[config.mk]
export PLATFORM = sky130hd
export DESIGN_NAME = tc_irq_flags
export DESIGN_NICKNAME = d
export VERILOG_FILES = /design/src/rtl/tc_irq_pkg.sv /design/src/rtl/tc_irq_chan_flag.sv /design/src/rtl/tc_irq_err_flag.sv /design/src/rtl/tc_irq_ovf_flag.sv /design/src/rtl/tc_irq_flags.sv
export SDC_FILE = /design/constraint.sdc
export NUM_CORES = 1
export LEC_CHECK = 0
export ABC_AREA = 0
export BUFFER_PORTS_ARGS = -buffer_cell sky130_fd_sc_hd__clkbuf_2
export CAP_MARGIN = 20
export CORE_UTILIZATION = 30
export CTS_CLUSTER_SIZE = 30
export DETAILED_ROUTE_END_ITERATION = 8
export PLACE_DENSITY = 0.81
export SYNTH_ARGS = -nofsm -noshare
export SYNTH_HDL_FRONTEND = slang
export SYNTH_SLANG_ARGS = --single-unit
[constraint.sdc]
create_clock -name clk -period 2.2 [get_ports clk]
set_input_delay 0.11 -clock clk [delete_from_list [all_inputs] [get_ports clk]]
set_output_delay 0.11 -clock clk [all_outputs]
set_load 0.05 [all_outputs]
[src/rtl/tc_irq_pkg.sv]
package tc_irq_pkg;

   typedef enum logic [2:0] {
      TM_NORMAL  = 3'd0,
      TM_FREQ    = 3'd1,
      TM_PWM_SS  = 3'd2,
      TM_PWM_DS  = 3'd3,
      TM_CAPTURE = 3'd4,
      TM_QDEC    = 3'd5
   } tc_mode_e;

   localparam int FLAG_W  = 8;
   localparam int OVF_BIT = 0;
   localparam int ERR_BIT = 1;
   localparam int CH_BASE = 4;
   localparam int MAX_CH  = 4;

   function automatic logic is_fault_mode(input tc_mode_e m);
      return (m == TM_FREQ) || (m == TM_PWM_SS) || (m == TM_PWM_DS);
   endfunction

endpackage

[src/rtl/tc_irq_chan_flag.sv]
module tc_irq_chan_flag (
   input  logic clk,
   input  logic rst_n,
   input  logic capture_mode_i,
   input  logic cmp_match_i,
   input  logic cap_valid_i,
   input  logic ack_i,
   input  logic cc_rd_i,
   input  logic dma_i,
   input  logic w1c_i,
   output logic flag_o
);

   logic set_ev;
   logic clr_ev;
   logic flag_q;

   // capture mode picks both the set source and the software clear source
   always_comb begin
      if (capture_mode_i) begin
         set_ev = cap_valid_i;
         clr_ev = cc_rd_i | dma_i | w1c_i;
      end else begin
         set_ev = cmp_match_i;
         clr_ev = ack_i | dma_i | w1c_i;
      end
   end

   always_ff @(posedge clk) begin
      if (!rst_n)      flag_q <= 1'b0;
      else if (set_ev) flag_q <= 1'b1;
      else if (clr_ev) flag_q <= 1'b0;
   end

   assign flag_o = flag_q;

   p_cmp_sets_r3: assert property (@(posedge clk) disable iff (!rst_n)
      (!capture_mode_i && cmp_match_i) |=> flag_o);

   p_cap_sets_r5: assert property (@(posedge clk) disable iff (!rst_n)
      (capture_mode_i && cap_valid_i) |=> flag_o);

   p_ack_keeps_r5: assert property (@(posedge clk) disable iff (!rst_n)
      (capture_mode_i && flag_o && ack_i && !cc_rd_i && !dma_i && !w1c_i) |=> flag_o);

   p_dma_clears_r7: assert property (@(posedge clk) disable iff (!rst_n)
      (dma_i && !cmp_match_i && !cap_valid_i) |=> !flag_o);

endmodule

[src/rtl/tc_irq_err_flag.sv]
module tc_irq_err_flag #(
   parameter int NCH           = 4,
   parameter bit HAS_FAULT_EXT = 1'b1
) (
   input  logic           clk,
   input  logic           rst_n,
   input  logic [2:0]     mode_i,
   input  logic           fault_i,
   input  logic [NCH-1:0] cap_ovf_i,
   input  logic           qdec_idx_err_i,
   input  logic           ack_i,
   input  logic           w1c_i,
   output logic           flag_o
);
   import tc_irq_pkg::*;

   tc_mode_e mode;
   logic     fault_term;
   logic     ovf_term;
   logic     idx_term;
   logic     set_ev;
   logic     clr_ev;
   logic     flag_q;

   assign mode = tc_mode_e'(mode_i);

   generate
      if (HAS_FAULT_EXT) begin : g_fault
         assign fault_term = fault_i & is_fault_mode(mode);
      end else begin : g_no_fault
         assign fault_term = 1'b0 & fault_i;
      end
   endgenerate

   assign ovf_term = (mode == TM_CAPTURE) & (|cap_ovf_i);
   assign idx_term = (mode == TM_QDEC) & qdec_idx_err_i;
   assign set_ev   = fault_term | ovf_term | idx_term;
   assign clr_ev   = ack_i | w1c_i;

   always_ff @(posedge clk) begin
      if (!rst_n)      flag_q <= 1'b0;
      else if (set_ev) flag_q <= 1'b1;
      else if (clr_ev) flag_q <= 1'b0;
   end

   assign flag_o = flag_q;

   generate
      if (HAS_FAULT_EXT) begin : g_fault_chk
         p_fault_sets_r8: assert property (@(posedge clk) disable iff (!rst_n)
            (fault_i && (mode_i inside {3'd1, 3'd2, 3'd3})) |=> flag_o);
      end
   endgenerate

   p_capovf_sets_r8: assert property (@(posedge clk) disable iff (!rst_n)
      ((mode_i == 3'd4) && (cap_ovf_i != '0)) |=> flag_o);

   p_ack_clears_r13: assert property (@(posedge clk) disable iff (!rst_n)
      (ack_i && !fault_i && !qdec_idx_err_i && (cap_ovf_i == '0)) |=> !flag_o);

endmodule

[src/rtl/tc_irq_ovf_flag.sv]
module tc_irq_ovf_flag (
   input  logic       clk,
   input  logic       rst_n,
   input  logic [2:0] mode_i,
   input  logic       cnt_top_i,
   input  logic       cnt_bottom_i,
   input  logic       ack_i,
   input  logic       w1c_i,
   input  logic       dma_wr_i,
   output logic       flag_o
);
   import tc_irq_pkg::*;

   tc_mode_e mode;
   logic     set_ev;
   logic     clr_ev;
   logic     flag_q;

   assign mode   = tc_mode_e'(mode_i);
   assign set_ev = (mode == TM_PWM_DS) ? cnt_bottom_i : cnt_top_i;
   assign clr_ev = ack_i | w1c_i | dma_wr_i;

   always_ff @(posedge clk) begin
      if (!rst_n)      flag_q <= 1'b0;
      else if (set_ev) flag_q <= 1'b1;
      else if (clr_ev) flag_q <= 1'b0;
   end

   assign flag_o = flag_q;

   p_bottom_sets_r9: assert property (@(posedge clk) disable iff (!rst_n)
      ((mode_i == 3'd3) && cnt_bottom_i) |=> flag_o);

   p_top_sets_r9: assert property (@(posedge clk) disable iff (!rst_n)
      ((mode_i != 3'd3) && cnt_top_i) |=> flag_o);

   p_dma_clears_r10: assert property (@(posedge clk) disable iff (!rst_n)
      (dma_wr_i && !cnt_top_i && !cnt_bottom_i) |=> !flag_o);

endmodule

[src/rtl/tc_irq_flags.sv]
module tc_irq_flags #(
   parameter int NCH           = 4,
   parameter bit HAS_FAULT_EXT = 1'b1
) (
   input  logic           clk,
   input  logic           rst_n,
   input  logic [2:0]     mode_i,
   input  logic [NCH-1:0] cmp_match_i,
   input  logic [NCH-1:0] cap_valid_i,
   input  logic [NCH-1:0] cap_ovf_i,
   input  logic           fault_i,
   input  logic           qdec_idx_err_i,
   input  logic           cnt_top_i,
   input  logic           cnt_bottom_i,
   input  logic [NCH-1:0] ack_ch_i,
   input  logic           ack_err_i,
   input  logic           ack_ovf_i,
   input  logic           reg_wr_i,
   input  logic [7:0]     reg_wdata_i,
   input  logic [NCH-1:0] cc_rd_i,
   input  logic [NCH-1:0] dma_cc_i,
   input  logic           dma_cnt_wr_i,
   input  logic [NCH-1:0] en_ch_i,
   input  logic           en_err_i,
   input  logic           en_ovf_i,
   output logic [7:0]     flags_o,
   output logic [NCH-1:0] irq_ch_o,
   output logic           irq_err_o,
   output logic           irq_ovf_o,
   output logic [NCH-1:0] dma_ch_req_o,
   output logic           dma_ovf_req_o
);
   import tc_irq_pkg::*;

   generate
      if (NCH < 1 || NCH > MAX_CH) begin : g_bad_nch
         $error("tc_irq_flags: NCH must lie in 1..4");
      end
   endgenerate

   logic [FLAG_W-1:0] w1c_vec;
   logic [NCH-1:0]    ch_flag;
   logic              err_flag;
   logic              ovf_flag;
   logic              capture_mode;
   logic [1:0]        unused_rsvd_w1c;

   assign w1c_vec         = reg_wdata_i & {FLAG_W{reg_wr_i}};
   assign unused_rsvd_w1c = w1c_vec[3:2];
   assign capture_mode    = (tc_mode_e'(mode_i) == TM_CAPTURE);

   genvar k;
   generate
      for (k = 0; k < NCH; k++) begin : g_ch
         tc_irq_chan_flag u_ch (
            .clk            (clk),
            .rst_n          (rst_n),
            .capture_mode_i (capture_mode),
            .cmp_match_i    (cmp_match_i[k]),
            .cap_valid_i    (cap_valid_i[k]),
            .ack_i          (ack_ch_i[k]),
            .cc_rd_i        (cc_rd_i[k]),
            .dma_i          (dma_cc_i[k]),
            .w1c_i          (w1c_vec[CH_BASE+k]),
            .flag_o         (ch_flag[k])
         );
      end
   endgenerate

   tc_irq_err_flag #(
      .NCH           (NCH),
      .HAS_FAULT_EXT (HAS_FAULT_EXT)
   ) u_err (
      .clk            (clk),
      .rst_n          (rst_n),
      .mode_i         (mode_i),
      .fault_i        (fault_i),
      .cap_ovf_i      (cap_ovf_i),
      .qdec_idx_err_i (qdec_idx_err_i),
      .ack_i          (ack_err_i),
      .w1c_i          (w1c_vec[ERR_BIT]),
      .flag_o         (err_flag)
   );

   tc_irq_ovf_flag u_ovf (
      .clk          (clk),
      .rst_n        (rst_n),
      .mode_i       (mode_i),
      .cnt_top_i    (cnt_top_i),
      .cnt_bottom_i (cnt_bottom_i),
      .ack_i        (ack_ovf_i),
      .w1c_i        (w1c_vec[OVF_BIT]),
      .dma_wr_i     (dma_cnt_wr_i),
      .flag_o       (ovf_flag)
   );

   // flag byte assembly; absent channels and reserved bits read zero
   always_comb begin
      flags_o          = '0;
      flags_o[OVF_BIT] = ovf_flag;
      flags_o[ERR_BIT] = err_flag;
      for (int i = 0; i < NCH; i++) flags_o[CH_BASE+i] = ch_flag[i];
   end

   assign irq_ch_o      = ch_flag & en_ch_i;
   assign irq_err_o     = err_flag & en_err_i;
   assign irq_ovf_o     = ovf_flag & en_ovf_i;
   assign dma_ch_req_o  = ch_flag;
   assign dma_ovf_req_o = ovf_flag;

   p_w1c_clears_r6: assert property (@(posedge clk) disable iff (!rst_n)
      (reg_wr_i && reg_wdata_i[OVF_BIT] && !cnt_top_i && !cnt_bottom_i) |=> !flags_o[OVF_BIT]);

   p_zero_keeps_r6: assert property (@(posedge clk) disable iff (!rst_n)
      (reg_wr_i && !reg_wdata_i[ERR_BIT] && flags_o[ERR_BIT] && !ack_err_i) |=> flags_o[ERR_BIT]);

endmodule

; ---- After elaboration in Yosys (flattened, before gate mapping)
; Index checks and enable logic that the tools add are counted.
[op_classes]
eq_ne = 5
mux = 21
bitwise_logic = 28
n_reduce_logical = 9
[ops]
columns = operator, n
row1 = $mux W1, 21
row2 = $or A1 B1 Y1, 21
row3 = $reduce_bool A2 Y1, 6
row4 = $and A8 B8 Y8, 1
row5 = $eq A3 B2 Y1 const B, 2
row6 = $eq A3 B3 Y1 const B, 2
row7 = $and A1 B1 Y1, 5
row8 = $and A4 B4 Y4, 1
row9 = $reduce_or A4 Y1, 1
row10 = $eq A3 B1 Y1 const B, 1
row11 = $logic_or A1 B1 Y1, 2
[totals]
register_bits = 6
input_bits = 51

; ---- Depth between registers and ports, before layout
; Gate-level depths: netlist (run 1).
[logic_depth]
ltp_word = 7
depth_mapped = 4
depth_no_buf = 3

; ---- Cells and area by module
; Synthesis (run 1) repeated with hierarchy kept, for this count alone.
[unflattened]
hier_cells = 59
hier_area_um2 = 528.0
[by_module_without_submodules]
columns = mod, n_inst, cells_per_inst, area_per_inst_um2, seq_area_each_um2
row1 = tc_irq_chan_flag, 4, 5, 60.1, 20.0
row2 = tc_irq_flags, 1, 22, 151.4, 0.0
row3 = tc_irq_err_flag, 1, 12, 81.3, 20.0
row4 = tc_irq_ovf_flag, 1, 5, 55.1, 20.0

; ---- Worst setup path after synthesis (run 1)
; No wires, ideal clock.
[synth_path]
path_type = reg-to-output
start = reg u_ovf.flag_q, in the netlist u_ovf.flag_o
end = out irq_ovf_o
arrival_time_ns = 1.146
required_ns = 2.090
path_slack_ns = 0.944
stages_incl_launch_ff = 2
path_cell_list = dfxtp_1 > and2_1
[synth_via]
elab_chain_cells = 1
[synth_rtl]
columns = item, line
row1 = "start, declared", tc_irq_ovf_flag.sv:17  ; logic flag_q;
row2 = "start signal, assigned", tc_irq_ovf_flag.sv:24  ; if (!rst_n) flag_q <= 1'b0;
row3 = "start signal, assigned", tc_irq_ovf_flag.sv:25  ; else if (set_ev) flag_q <= 1'b1;
row4 = "start signal, assigned", tc_irq_ovf_flag.sv:26  ; else if (clr_ev) flag_q <= 1'b0;
row5 = $and A1 B1 Y1, tc_irq_flags.sv:107  ; assign irq_ovf_o = ovf_flag & en_ovf_i;
row6 = "end, declared", tc_irq_flags.sv:29  ; output logic irq_ovf_o,
; Every way passes these cells.

; ---- Final worst setup path (run 1)
[layout_path]
start = reg g_ch[0].u_ch.flag_q
end = out irq_ch_o[0]
[layout_via]
elab_chain_cells = 1
[layout_rtl]
columns = item, line
row1 = "start, declared", tc_irq_chan_flag.sv:16  ; logic flag_q;
row2 = "start signal, assigned", tc_irq_chan_flag.sv:30  ; if (!rst_n) flag_q <= 1'b0;
row3 = "start signal, assigned", tc_irq_chan_flag.sv:31  ; else if (set_ev) flag_q <= 1'b1;
row4 = "start signal, assigned", tc_irq_chan_flag.sv:32  ; else if (clr_ev) flag_q <= 1'b0;
row5 = $and A4 B4 Y4, tc_irq_flags.sv:105  ; assign irq_ch_o = ch_flag & en_ch_i;
row6 = "end, declared", tc_irq_flags.sv:27  ; output logic [NCH-1:0] irq_ch_o,
; Every way passes these cells.

==> results of run 1 <==
## worst reg2reg max path, delay by kind of cell (launching register included)
family           cells  cell delay (ns)
AND/OR/NAND/NOR      1             0.13
flip-flops           1             0.37
AO/OA/AOI/OAI        1             0.18
## registers in the layout, summed over array words and instances, names as in the netlist
name,count
g_ch.u_ch.flag_o,4
u_err.flag_o,1
u_ovf.flag_o,1
## placed cells by master, fill, tap and decap left out, types with 3 or more instances in the layout
master                     netlist  layout
sky130_fd_sc_hd__clkbuf_4        0       3
sky130_fd_sc_hd__nand3b_1        3       3
sky130_fd_sc_hd__o22ai_1         4       4
sky130_fd_sc_hd__nand2_1         6       6
sky130_fd_sc_hd__and2_1          6       6
sky130_fd_sc_hd__clkbuf_2        0      65
sky130_fd_sc_hd__mux2i_1         5       5
sky130_fd_sc_hd__mux2_4          4       4
sky130_fd_sc_hd__nand4b_1        4       4
sky130_fd_sc_hd__dfxtp_1         6       6
## routing by layer
layer	up-vias	track usage	wire length [µm]
li1	321	-	-
met1	274	0.1744	572
met2	49	0.3029	857
met3	4	0.02400	134
met4	0	0.09091	29
met5	-	0	0
## cell type report
type | count | area share
inverters | 1 | 0.004484
flip-flops and latches | 6 | 0.1435
well taps | 25 | 0.03737
multi-input cells | 42 | 0.3901
clock buffers | 3 | 0.02691
repair buffers | 66 | 0.3976
## stage by stage
stage | util | area (µm²) | setup WS, ns
final | 0.4848 | 837.1 | 1.039
after global routing | 0.4848 | 837.1 | 1.017
after CTS | 0.4848 | 837.1 | 1.046
after detailed placement | 0.4717 | 814.5 | 1.034
after global placement | 0.4717 | 814.5 | 1.084
after floorplan | - | 551.8 | 0.9437
## path summary, 6_finish.rpt
check        cells past startpoint  slack, ns                 from                   to
max reg2reg                      2       1.45  g_ch[2].u_ch.flag_o  g_ch[2].u_ch.flag_o
min                              4       0.13         dma_cnt_wr_i         u_ovf.flag_o
max                              2       1.04  g_ch[0].u_ch.flag_o          irq_ch_o[0]
min reg2reg                      2       0.50         u_ovf.flag_o         u_ovf.flag_o
## where the power goes
part / internal (µW) / switching (µW) / leakage (µW) / total [µW]
logic: 68.1 / 118 / 0.000402 / 186
registers: 118 / 7.97 / 0.0000500 / 126
clock network: 62.1 / 45.9 / 0.0000138 / 108
## cell families (layout without fill, tap and decap cells)
logic type | count (synthesis) | in the layout
compound gates | 9 | 9
mux | 9 | 9
simple gates | 22 | 22
other cells | 1 | 2
buf+inv | 14 | 70
flops | 6 | 6
==> results.tsv, run 1 <==
metric	value	unit
grt_max_degree	10	
fin_skew	0	ns
dominant_cell_by_count_in_the_synthesized_netlist	sky130_fd_sc_hd__buf_4	
layout.cells.non_filler	143	
synth_cells	61	
pnr_total_power	419.6	µW
row_count	15	
vdd_drop_max	0.0002087	V
wl_per_cell	11.15	µm
path_cells	and2_1 > clkbuf_2	
largest_family_of_logic_cells_by_synthesized_area	simple AND/OR/NAND/NOR gates	
post_synth.cell_area_avg	8.984	µm²
globalRouteTotalUtil	0.1629	
slew_violations	0	
number_of_antenna_violations_at_the_first_check_in_global_routing	0	
design.die.area	2002	µm²
p_per_area	501.3	nW/µm²
crit_path_start_kind	flip-flop	
synth-async-reset-ratio	0	
avgViaCountPerCell	4.531	
multiplexer_fraction_of_the_synthesized_cell_area	0.2009	
synth-adder-area-share	0	
final_antenna_net_count	0	
global_route.overflow_total	0	
worst_setup_path_end_kind	output port	
fin_setup_tns	0	ns
ctsLongestPathBuffers	2	
nNetsFinal	171	
synth-seq-cells	6	
core	1727	µm²
cts_made_buffers	3	
grt_pass1_wl	2297	µm
timing.final.crit_share	0.5278	
drt_iter0_markers	10	
critical_path_data_required_time	2.09	ns
synth_flop_cell	sky130_fd_sc_hd__dfxtp_1	
timing_hold_violations_final	0	
power_leakage	0.0004658	µW
via_count	648	
slowest_stage	sky130_fd_sc_hd__dfxtp_1	
drc	0	
holdBufCountCts	0	
placement.io_buffers	65	
initial_utilization	0.3174	
seq_area	120.1	µm²
setup-violations-final	0	
vert_die_dim	44.74	µm
number_of_global_route_vias_before_repair	559	
num_io_pins	70	
horizontal_die_dimension	44.74	µm
antenna_diode_count	0	
synth_compound_area_frac	0.1096	
maxCapViolCount	0	
post-synth-top-area-fraction	0.2192	
worst_ep_arrival_time	1.05	ns
syn2layout_area_growth	52.74	%
ys_top_cells_by_area	sky130_fd_sc_hd__dfxtp_1 22%, sky130_fd_sc_hd__buf_4 16%, sky130_fd_sc_hd__mux2_4 11%, sky130_fd_sc_hd__mux2i_1 9.1%, sky130_fd_sc_hd__and2_1 6.8%	
crit_family	flip-flops	
fin_hold_ws	0.1313	ns
dp_cells	140	
cts_tree	done	
cts.htree.levels	1	
hold_path_class	primary input to flip-flop	
finalWirelength	1594	µm
most_common_library_cells_after_synthesis	12 x sky130_fd_sc_hd__buf_4, 6 x sky130_fd_sc_hd__and2_1, 6 x sky130_fd_sc_hd__dfxtp_1, 6 x sky130_fd_sc_hd__nand2_1, 5 x sky130_fd_sc_hd__mux2i_1	
area_of_the_multi_input_gates	326.6	µm²
clock_sink_count	6	
gp_congestion	0.6324	
path_clk_slew	0.04	ns
synth-edff-count	0	
worst-path-max-fanout	4	
yosysWarningCount	0	
worstSetupPathType	flip-flop to output port	
post_synthesis_cell_area	548.0	µm²
maxClockFrequency	0.8611	GHz
layout-drive-gt1-share	0.6441	
crit_buf_inv	1	
synthDistinctLibCells	20	
firstDrtPassIters	6	
worstSkewPairLatency	0.26	ns
cts_resized	0	
unrepaired_setup_endpoints_after_global_routing	false	
fin_crit	1.161	ns
max_incr_delay_on_cp	0.37	ns
post-cts-setup-buffers	0	
yosys.area_share.xor_xnor	0	
post-synth-top-area-cell	sky130_fd_sc_hd__dfxtp_1	
place.detailed.hpwl	1359	µm
yosys.area_share.simple	0.2717	
status	complete, no violations	
clock_tree.root_cell	sky130_fd_sc_hd__clkbuf_4	
synth_sequential_area_ratio	0.2192	
fillerInstances	200	
Power figures use the tool's default switching activity.
==> run 2: changes to the inputs <==
- ABC_AREA: 0 -> 1
- PLACE_DENSITY: 0.81 -> 0.8
- clock period: 2.2 -> 1 ns (I/O delays scaled with it)
==> results.tsv, run 2 <==
metric	value	unit	change
timing.hold.worst_path_depth	3		-1
drt_iter0_markers	6		-4
p_per_area	986.3	nW/µm²	+97%
worst_setup_path_end_kind	output port		
clock_tree.root_cell	sky130_fd_sc_hd__clkbuf_4		
most_common_library_cells_after_synthesis	35 x sky130_fd_sc_hd__nand2_1, 25 x sky130_fd_sc_hd__inv_1, 12 x sky130_fd_sc_hd__buf_4, 12 x sky130_fd_sc_hd__nand3_1, 7 x sky130_fd_sc_hd__nor2_1		
finalWirelength	1623	µm	+1.8%
syn2layout_area_growth	52.18	%	
unrepaired_setup_endpoints_after_global_routing	false		
core	1962	µm²	+14%
fillerInstances	216		+8.0%
design.die.area	2289	µm²	+14%
detailed_place.area	903.4	µm²	+11%
mostFrequentLayoutCells	59 x sky130_fd_sc_hd__clkbuf_2, 35 x sky130_fd_sc_hd__nand2_1, 25 x sky130_fd_sc_hd__inv_1, 12 x sky130_fd_sc_hd__nand3_1, 7 x sky130_fd_sc_hd__nor2_1		
clock_sink_count	6		unchanged
path_clk_slew	0.05	ns	about the same
status	complete, no violations		
cts_tree	done		
area_of_the_multi_input_gates	314.1	µm²	-3.8%
layout-drive-gt1-share	0.4503		-0.1938
wl_per_cell	8.197	µm	-26%
timing.reg2reg.worst_path_depth	4		+2
global_route.overflow_total	0		unchanged
worst_ep_arrival_time	0.90	ns	-0.15 ns
holdBufCountCts	0		unchanged
nNetsFinal	224		+31%
post-synth-top-area-fraction	0.2083		-0.01084
globalRouteTotalUtil	0.1379		-0.02498
hold_start	rst_n		
cts.htree.levels	1		unchanged
largest_reg_flops	4		unchanged
worst_r2r_dst	g_ch[2].u_ch.flag_o		
ctsLongestPathBuffers	2		unchanged
maxClockFrequency	1.057	GHz	
place.detailed.hpwl	1369	µm	+0.71%
number_of_global_route_vias_before_repair	552		-1.3%
slew_violations	0		unchanged
worstSetupPathType	flip-flop to output port		
synth-seq-cells	6		unchanged
final_antenna_net_count	0		unchanged
cp-startpoint	g_ch[2].u_ch.flag_o		
via_count	815		+26%
slowest_stage	sky130_fd_sc_hd__dfxtp_1		
number_of_antenna_violations_at_the_first_check_in_global_routing	0		unchanged
drc	0		unchanged
synth-edff-count	0		unchanged
firstDrtPassIters	4		-2
setup-violations-final	0		unchanged
synth_sequential_area_ratio	0.1905		-0.02870
post_synthesis_cell_area	630.6	µm²	+15%
placement.io_buffers	65		unchanged
avgViaCountPerCell	4.116		-9.2%
post-synth-top-area-cell	sky130_fd_sc_hd__nand2_1		
timing_hold_violations_final	0		unchanged
ys_top_cells_by_area	sky130_fd_sc_hd__nand2_1 21%, sky130_fd_sc_hd__dfxtp_1 19%, sky130_fd_sc_hd__inv_1 15%, sky130_fd_sc_hd__buf_4 14%, sky130_fd_sc_hd__nand3_1 9.5%		
yosysWarningCount	0		unchanged
grt_pass1_wl	2180	µm	-5.1%
reg2reg_from	g_ch[2].u_ch.flag_o		
synth-async-reset-ratio	0		unchanged
vert_die_dim	47.85	µm	+6.9%
final_worst_slack	0.05405	ns	-0.9847 ns
min_to	u_err.flag_o		
post_synth.cell_area_avg	5.532	µm²	-38%
pre_cts_ws	0.1142	ns	-0.9202 ns
worstSkewPairLatency	0.24	ns	-0.02 ns
synth_cells	114		+87%
max_incr_delay_on_cp	0.36	ns	about the same
timing.final.crit_share	0.9459		
fin_crit	0.9459	ns	
num_io_pins	70		unchanged
reg2reg_setup_slack	0.21	ns	-1.24 ns
vdd_drop_max	0.0004008	V	+92%
power_leakage	0.0006695	µW	+44%
row_count	16		+1
antenna_diode_count	0		unchanged
maxCapViolCount	0		unchanged
layout.cells.most_common	sky130_fd_sc_hd__clkbuf_2		
hold_path_class	primary input to flip-flop		
path_cells	clkbuf_2		
gp_congestion	0.6589		+4.2%
final_area	959.7	µm²	+15%
fin_setup_tns	0	ns	unchanged
crit_path_start_kind	flip-flop		
initial_utilization	0.3214		+0.004037
horizontal_die_dimension	47.85	µm	+6.9%
seq_area	125.1	µm²	+4.2%
cts_made_buffers	3		unchanged
crit_family	flip-flops		
dominant_cell_by_count_in_the_synthesized_netlist	sky130_fd_sc_hd__nand2_1		
synthDistinctLibCells	14		-30%
worst-path-max-fanout	4		unchanged
synth_flop_cell	sky130_fd_sc_hd__dfxtp_1		
grt_max_degree	14		+4
critical_path_data_required_time	0.95	ns	-1.14 ns
crit_buf_inv	1		unchanged
fin_skew	0	ns	unchanged
run 2: cell count changes in the layout (fill, tap and decap cells not counted), sizes merged, moves of 2 or more:
cell    change
nand2      +30
inv        +24
a21oi       +3
o22ai       -4
nand3      +12
mux2i       -5
nor2        +9
buf         +7
nand3b      +2
mux2        -4
nand4b      -4
clkbuf      -6
nand4       +2
and2        -6
run 2: worst max-delay path by stage:
stage / to / slack [ns] / depth (start not counted)
6_report: dma_ch_req_o[2] / 0.05 / 1
5_1_grt: irq_ch_o[2] / 0.001 / 3
4_1_cts: irq_ch_o[2] / 0.004 / 3
3_5_place_dp: u_err.flag_o / 0.11 / 8
3_3_place_gp: u_err.flag_o / 0.14 / 8
2_1_floorplan: irq_ovf_o / 0.07 / 2
run 2: metal layers:
| layer | vias up | routed length [µm] | GRT usage |
|---|---|---|---|
| met4 | 0 | 0 | 0.06667 |
| li1 | 441 | - | - |
| met2 | 44 | 780 | 0.2568 |
| met3 | 0 | 190 | 0.03019 |
| met5 | - | 0 | 0 |
| met1 | 330 | 652 | 0.1444 |
run 2: cells by family after synthesis:
| family | after synthesis | synth area share |
|---|---|---|
| other | 1 | 0.005947 |
| AND/OR/NAND/NOR | 64 | 0.4544 |
| AO/OA/AOI/OAI | 4 | 0.03175 |
| flip-flops | 6 | 0.1905 |
| buffers and inverters | 39 | 0.3175 |
run 2: where the power goes:
part | switching [µW] | internal (µW)
sequential | 15.3 | 261
clock | 89.3 | 136
combinational | 289 | 156
total | 393 | 553
run 2: timing repair:
action / CTS / global route
gates resized for setup: 6 / 13
endpoints found under the setup margin: 6 / 8
buffers inserted: 0 / 0
run 2: area by class of cell:
cell class,count,share of cell area
timing repair buffer,67,0.3859
sequential,6,0.1304
inverter,25,0.09778
multi-input combinational,70,0.3272
tap,27,0.03520
clock buffer,3,0.02347
run 2: through the flow:
stage	hold slack, ns	std cells	power [µW]	util
detailed placement	0.2778	195	711.9	0.4605
floorplan	0.1476	115	604.3	-
finish	0.03296	198	946.5	0.4892
CTS	0.02460	198	952.8	0.4796
global route	0.04726	198	1020	0.4892
global placement	0.2695	195	707.4	0.4605
